## config.mk

```make
export PLATFORM = sky130hd
export DESIGN_NAME = bt_time_counters
export DESIGN_NICKNAME = d
export VERILOG_FILES = /design/src/rtl/bt_tc_pkg.sv /design/src/rtl/bt_tc_prescale.sv /design/src/rtl/bt_tc_stamp.sv /design/src/rtl/bt_tc_timeout.sv /design/src/rtl/bt_time_counters.sv
export SDC_FILE = /design/constraint.sdc
export NUM_CORES = 1
export LEC_CHECK = 0
export CORE_ASPECT_RATIO = 0.7
export CORE_UTILIZATION = 32
export CTS_CLUSTER_SIZE = 30
export DETAILED_ROUTE_END_ITERATION = 16
export HOLD_SLACK_MARGIN = 0.05
export PLACE_DENSITY_LB_ADDON = 0.12
export SLEW_MARGIN = 20
export SYNTH_ARGS = -nofsm -noshare
export SYNTH_HDL_FRONTEND = slang
export SYNTH_SLANG_ARGS = --single-unit
```

## constraint.sdc

```tcl
create_clock -name clk -period 2.29 [get_ports clk]
set_clock_uncertainty 0.15 [all_clocks]
set_input_delay 0.458 -clock clk [delete_from_list [all_inputs] [get_ports clk]]
set_output_delay 0.458 -clock clk [all_outputs]
set_load 0.05 [all_outputs]
```

## src/rtl/bt_tc_pkg.sv

```systemverilog
package bt_tc_pkg;

  localparam int CNT_W_D    = 16;
  localparam int PRE_W_D    = 4;
  localparam int NUM_FIFO_D = 3;
  localparam int ADDR_W_D   = 3;
  localparam int DATA_W_D   = 32;

  // register addresses
  localparam int ADR_TS_CFG = 0;
  localparam int ADR_TS_VAL = 1;
  localparam int ADR_TO_CFG = 2;
  localparam int ADR_TO_VAL = 3;
  localparam int ADR_FLAGS  = 4;

  // field positions
  localparam int TS_MODE_LSB = 0;
  localparam int TS_PRE_LSB  = 8;
  localparam int TO_EN_BIT   = 0;
  localparam int TO_SEL_LSB  = 4;
  localparam int TO_PER_LSB  = 16;
  localparam int FLG_WRAP    = 0;
  localparam int FLG_TOUT    = 1;

  typedef enum logic [1:0] {
    TS_ZERO  = 2'd0,
    TS_COUNT = 2'd1,
    TS_EXT   = 2'd2,
    TS_RSVD  = 2'd3
  } ts_mode_e;

endpackage

```

## src/rtl/bt_tc_prescale.sv

```systemverilog
module bt_tc_prescale #(
  parameter int PRE_W = 4
) (
  input  logic             clk,
  input  logic             rst,
  input  logic             restart,
  input  logic             bit_stb,
  input  logic [PRE_W-1:0] div,
  output logic             tick
);
  logic [PRE_W-1:0] cnt_q;

  assign tick = bit_stb && (cnt_q >= div);

  always_ff @(posedge clk) begin
    if (rst || restart) begin
      cnt_q <= '0;
    end else if (bit_stb) begin
      cnt_q <= tick ? '0 : cnt_q + 1'b1;
    end
  end
endmodule

```

## src/rtl/bt_tc_stamp.sv

```systemverilog
module bt_tc_stamp
  import bt_tc_pkg::*;
#(
  parameter int CNT_W = 16
) (
  input  logic             clk,
  input  logic             rst,
  input  ts_mode_e         mode,
  input  logic             tick,
  input  logic             zero_wr,
  input  logic [CNT_W-1:0] ext_val,
  input  logic             sof,
  input  logic             clr_flag,
  output logic [CNT_W-1:0] ts_q,
  output logic [CNT_W-1:0] cap_q,
  output logic             wrap_q
);
  logic wrap_ev;

  assign wrap_ev = (mode == TS_COUNT) && !zero_wr && tick && (ts_q == {CNT_W{1'b1}});

  always_ff @(posedge clk) begin
    if (rst) begin
      ts_q <= '0;
    end else begin
      case (mode)
        TS_COUNT: begin
          if (zero_wr)   ts_q <= '0;
          else if (tick) ts_q <= ts_q + 1'b1;
        end
        TS_EXT:  ts_q <= ext_val;
        default: ts_q <= '0;
      endcase
    end
  end

  always_ff @(posedge clk) begin
    if (rst) begin
      cap_q  <= '0;
      wrap_q <= 1'b0;
    end else begin
      if (sof) cap_q <= ts_q;
      wrap_q <= wrap_ev | (wrap_q & ~clr_flag);
    end
  end
endmodule

```

## src/rtl/bt_tc_timeout.sv

```systemverilog
module bt_tc_timeout #(
  parameter int CNT_W    = 16,
  parameter int NUM_FIFO = 3,
  parameter int SEL_W    = $clog2(NUM_FIFO + 1)
) (
  input  logic                clk,
  input  logic                rst,
  input  logic                en,
  input  logic [SEL_W-1:0]    sel,
  input  logic [CNT_W-1:0]    period,
  input  logic                tick,
  input  logic                reload_wr,
  input  logic [NUM_FIFO-1:0] fifo_empty,
  input  logic [NUM_FIFO-1:0] fifo_store,
  input  logic                clr_flag,
  output logic [CNT_W-1:0]    to_q,
  output logic                flag_q
);
  logic [NUM_FIFO-1:0] armed_q;
  logic [NUM_FIFO-1:0] hit;
  logic                cont;
  logic                fifo_live;
  logic                hold;
  logic                fire;

  for (genvar k = 0; k < NUM_FIFO; k++) begin : g_fifo
    assign hit[k] = (sel == SEL_W'(k + 1));
    always_ff @(posedge clk) begin
      if (rst)                armed_q[k] <= 1'b0;
      else if (fifo_store[k]) armed_q[k] <= 1'b1;
      else if (fifo_empty[k]) armed_q[k] <= 1'b0;
    end
  end

  always_comb begin
    cont      = (sel == '0);
    fifo_live = |(hit & armed_q & ~fifo_empty);
    hold      = !en || (!cont && !fifo_live) || (cont && reload_wr);
    fire      = !hold && tick && (to_q == CNT_W'(1));
  end

  always_ff @(posedge clk) begin
    if (rst) begin
      to_q   <= {CNT_W{1'b1}};
      flag_q <= 1'b0;
    end else begin
      if (hold)                     to_q <= period;
      else if (tick && to_q != '0)  to_q <= to_q - 1'b1;
      flag_q <= fire | (flag_q & ~clr_flag);
    end
  end
endmodule

```

## src/rtl/bt_time_counters.sv

```systemverilog
module bt_time_counters
  import bt_tc_pkg::*;
#(
  parameter int CNT_W    = CNT_W_D,
  parameter int PRE_W    = PRE_W_D,
  parameter int NUM_FIFO = NUM_FIFO_D,
  parameter int ADDR_W   = ADDR_W_D,
  parameter int DATA_W   = DATA_W_D
) (
  input  logic                clk,
  input  logic                rst,
  input  logic                bit_stb,
  input  logic                sof_stb,
  input  logic [NUM_FIFO-1:0] fifo_empty,
  input  logic [NUM_FIFO-1:0] fifo_store,
  input  logic [CNT_W-1:0]    ext_count,
  input  logic                cfg_unlock,
  input  logic                wr_en,
  input  logic [ADDR_W-1:0]   wr_addr,
  input  logic [DATA_W-1:0]   wr_data,
  output logic [CNT_W-1:0]    ts_value,
  output logic [CNT_W-1:0]    ts_capture,
  output logic [CNT_W-1:0]    to_value,
  output logic                wrap_flag,
  output logic                timeout_flag
);
  localparam int SEL_W = $clog2(NUM_FIFO + 1);

  ts_mode_e         ts_mode_q;
  logic [PRE_W-1:0] pre_q;
  logic             to_en_q;
  logic [SEL_W-1:0] to_sel_q;
  logic [CNT_W-1:0] to_per_q;

  logic ts_cfg_wr, to_cfg_wr, ts_zero_wr, to_reload_wr, flag_wr;
  logic tick;
  logic unused_bits;

  assign ts_cfg_wr    = wr_en && cfg_unlock && (wr_addr == ADDR_W'(ADR_TS_CFG));
  assign to_cfg_wr    = wr_en && cfg_unlock && (wr_addr == ADDR_W'(ADR_TO_CFG));
  assign ts_zero_wr   = wr_en && (wr_addr == ADDR_W'(ADR_TS_VAL));
  assign to_reload_wr = wr_en && (wr_addr == ADDR_W'(ADR_TO_VAL));
  assign flag_wr      = wr_en && (wr_addr == ADDR_W'(ADR_FLAGS));
  assign unused_bits  = &{wr_data[3:2], wr_data[7:6], wr_data[15:12]};

  always_ff @(posedge clk) begin
    if (rst) begin
      ts_mode_q <= TS_ZERO;
      pre_q     <= '0;
      to_en_q   <= 1'b0;
      to_sel_q  <= '0;
      to_per_q  <= {CNT_W{1'b1}};
    end else begin
      if (ts_cfg_wr) begin
        ts_mode_q <= ts_mode_e'(wr_data[TS_MODE_LSB +: 2]);
        pre_q     <= wr_data[TS_PRE_LSB +: PRE_W];
      end
      if (to_cfg_wr) begin
        to_en_q  <= wr_data[TO_EN_BIT];
        to_sel_q <= wr_data[TO_SEL_LSB +: SEL_W];
        to_per_q <= wr_data[TO_PER_LSB +: CNT_W];
      end
    end
  end

  bt_tc_prescale #(.PRE_W(PRE_W)) u_pre (
    .clk     (clk),
    .rst     (rst),
    .restart (ts_cfg_wr),
    .bit_stb (bit_stb),
    .div     (pre_q),
    .tick    (tick)
  );

  bt_tc_stamp #(.CNT_W(CNT_W)) u_stamp (
    .clk      (clk),
    .rst      (rst),
    .mode     (ts_mode_q),
    .tick     (tick),
    .zero_wr  (ts_zero_wr),
    .ext_val  (ext_count),
    .sof      (sof_stb),
    .clr_flag (flag_wr && wr_data[FLG_WRAP]),
    .ts_q     (ts_value),
    .cap_q    (ts_capture),
    .wrap_q   (wrap_flag)
  );

  bt_tc_timeout #(.CNT_W(CNT_W), .NUM_FIFO(NUM_FIFO), .SEL_W(SEL_W)) u_tout (
    .clk        (clk),
    .rst        (rst),
    .en         (to_en_q),
    .sel        (to_sel_q),
    .period     (to_per_q),
    .tick       (tick),
    .reload_wr  (to_reload_wr),
    .fifo_empty (fifo_empty),
    .fifo_store (fifo_store),
    .clr_flag   (flag_wr && wr_data[FLG_TOUT]),
    .to_q       (to_value),
    .flag_q     (timeout_flag)
  );
endmodule

```

==> impl_metrics.ini <==
[timing]
fmax_ghz = 0.426
rsz0062_at_grt = true
hold_violations = 0
slew_headroom_pct = 62.0
tightest_slew_ns = 0.568
final.setup.worst_slack_ns = -0.0555
setup_viol_count_final = 8
timing.final.crit_share_pct = 102
fin_crit_ns = 2.35
slew_violations = 0

[placed_design]
dp_hpwl_mm = 8.99
io_buffers = 104
gp_congestion = 0.820
place_ws_ns = -0.260

[finish]
nFillCells = 1160
final_layout_size_suffix_gt1_share_pct = 18.4
area_growth_pct = 48.9
multi_input_area_um2 = 2350
antennaDiodeCount = 0
final_nets = 690
regArea_um2 = 1650

[route]
drc = 0
vias = 4023
dr.pass1.iters = 4
viasPerCell = 5.14
wl_mm = 12.3
drtIter0Drc = 207
wl_per_cell_um = 15.7
ant_nets = 0

[floorplanning]
die_w_um = 138
dieArea_um2 = 13300
initial_core_util_pct = 33.0
core.rowCount = 34
core-area_um2 = 12500
pin_count = 113
die_y_um = 96.9

[synth]
synth_top_family_by_area = simple AND/OR/NAND/NOR gates
async_reset_ff_share_pct = 0
synth_fa_ha_area_share_pct = 3.34
syn_nets = 539
avgSynthCellArea_um2 = 8.85
synth_edf_count = 0
yosys_most_used_dff = dfxtp_1
ys_warn_count = 0
synth.most_common_cell = dfxtp_1
netlist_top_cells_count = 82 x dfxtp_1, 53 x nor2_1, 47 x nand2_1
synth_area_um2 = 4120
yosysTopAreaCellShare_pct = 39.9
synth_cell_type_count = 59
synth_xor_area_share_pct = 2.55
synth-compound-area-share_pct = 13.2
muxShareOfSynthArea_pct = 10.8
synth_top_cell_by_area = dfxtp_1
synth_area_leaders = dfxtp_1 40%, mux2i_1 10%, nor2_1 4.8%, nand2_1 4.3%, ha_1 3.3%
synthSimpleGateAreaFrac_pct = 25.4
synth_cells = 465
seq_area_frac_synth_pct = 39.9
synth_seq_cells = 82

[clock_network]
clock-root-buffer = clkbuf_16
clock_path_buffers = 2
cts-htree-levels = 3
clock-sinks = 82
clock_latency_ns = 0.33
cts_made_buffers = 9
clkTransAtPathRegs_ns = 0.06
cts_tree = built

[run]
maxCapViolCount = 0

[worst_hold_path]
whs_path_depth = 2
holdCritStartpoint = u_tout.flag_q
holdCritPathClass = reg2reg
whs_endpoint = u_tout.flag_q

[worst_setup_path]
crit_path_max_fanout = 13
critPathLaunchType = flip-flop
end_kind = flip-flop
critPathRequiredTime_ns = 2.36
critPathArrivalTime_ns = 2.42
timing.rr.end = u_tout.to_q[8]
reg2reg_depth = 6
reg2reg_slack_ns = -0.06
path_class = reg2reg
r2r_start = u_tout.to_q[3]

[pwr]
total_power_w = 0.00317
pwr_density_cell_nw_per_um2 = 517
p_leak_nw = 2.27
peakVddDrop_mv = 0.401

[global_routing]
grt_usage_pct = 19.1
grt_pass1_wl_mm = 19.9
overflow = 0
grt_max_degree = 62
antenna_found_initial = 0
grt_pass1_vias = 3849

[status]
status = finished with violations
violations = negative setup slack
report_power, final:
group	internal (W)	leakage, nW	switching, W
Sequential	0.00144	0.663	0.00000902
Combinational	0.000160	1.47	0.000128
Clock	0.000847	0.139	0.000589
what timing repair did:
action / in CTS / in global routing
hold buffers: 0 / 0
setup buffers: 4 / 0
gates resized for setup: 5 / 17
setup endpoints to repair: 14 / 23
pin swaps: 2 / 3
layout make-up:
class / count / area share (%)
Clock inverter: 6 / 1.10
Timing Repair Buffer: 168 / 25.6
Multi-Input combinational cell: 339 / 38.3
Tap cell: 162 / 3.31
Inverter: 16 / 0.980
Clock buffer: 10 / 3.74
Sequential cell: 82 / 27.0
worst max-delay path by stage:
stage | start | end | slack [ns] | depth (start not counted)
2_1_floorplan | u_tout.to_q[3] | u_tout.to_q[6] | -0.05 | 6
3_3_place_gp | wr_en | u_tout.to_q[9] | -0.23 | 6
3_5_place_dp | bit_stb | u_tout.to_q[12] | -0.26 | 6
4_1_cts | u_tout.to_q[3] | u_tout.to_q[8] | -0.03 | 6
5_1_grt | u_tout.to_q[3] | u_tout.to_q[12] | -0.12 | 6
6_report | u_tout.to_q[3] | u_tout.to_q[8] | -0.06 | 6
through the flow:
| stage | cell area (um2) | utilization, % | hold WS, ns | cells | setup TNS, ns |
|---|---|---|---|---|---|
| final | 6130 | 49.2 | 0.326 | 783 | -0.287 |
| after global routing | 6130 | 49.2 | 0.339 | 783 | -0.820 |
| after CTS | 6050 | 48.6 | 0.332 | 783 | -0.139 |
| after detailed placement | 5720 | 45.9 | 0.315 | 763 | -5.98 |
| after global placement | 5720 | 45.9 | 0.297 | 763 | -4.78 |
| after floorplan | 4130 | - | 0.292 | 465 | -0.298 |
registers in the layout, summed over array words and instances (netlist names):
| signal | cells |
|---|---|
| u_stamp.ts_q | 16 |
| u_pre.cnt_q | 4 |
| u_tout.armed_q | 3 |
| ts_mode_q | 2 |
| to_per_q | 16 |
| u_tout.flag_q | 1 |
| u_stamp.cap_q | 16 |
| pre_q | 4 |
| to_en_q | 1 |
| to_sel_q | 2 |
| u_stamp.wrap_q | 1 |
| u_tout.to_q | 16 |
worst max-delay path: stages (launching register included):
cell and delay, ns:
dfxtp_4 0.34, or4_4 0.59, or4_4 0.48, nor2_4 0.14, buf_12 0.15, nor4_1 0.05, o32a_1 0.33
metal layers:
layer  wire, um  vias up  global-route usage (%)
li1           -     2006                       -
met1       6290     1869                    28.3
met2       5000      132                    26.6
met3        847       16                    5.03
met4        157        0                    5.16
met5          0        -                       0
cell families (layout without fill, tap and decap cells):
group                      Yosys count  in the layout
and+or+nand+nor                    202            202
DFF                                 82             82
muxes                               43             43
adders and majority gates           11             11
buffers and inverters               44            200
xor gates and xnor gates            12             12
AOI/OAI and AO/OA                   71             71
cells in the final DEF (no fill, tap or decap), types with 10 or more instances in the layout:
| master | synthesis | layout |
|---|---|---|
| nor4_1 | 20 | 19 |
| mux2i_1 | 42 | 42 |
| ha_1 | 11 | 10 |
| a21oi_1 | 11 | 11 |
| buf_4 | 0 | 64 |
| clkdlybuf4s50_1 | 0 | 93 |
| nor3_1 | 21 | 19 |
| inv_1 | 16 | 16 |
| dfxtp_1 | 82 | 77 |
| nand2_1 | 47 | 46 |
| nor2_1 | 53 | 52 |
Note: power is estimated with default switching activity, not from simulation.
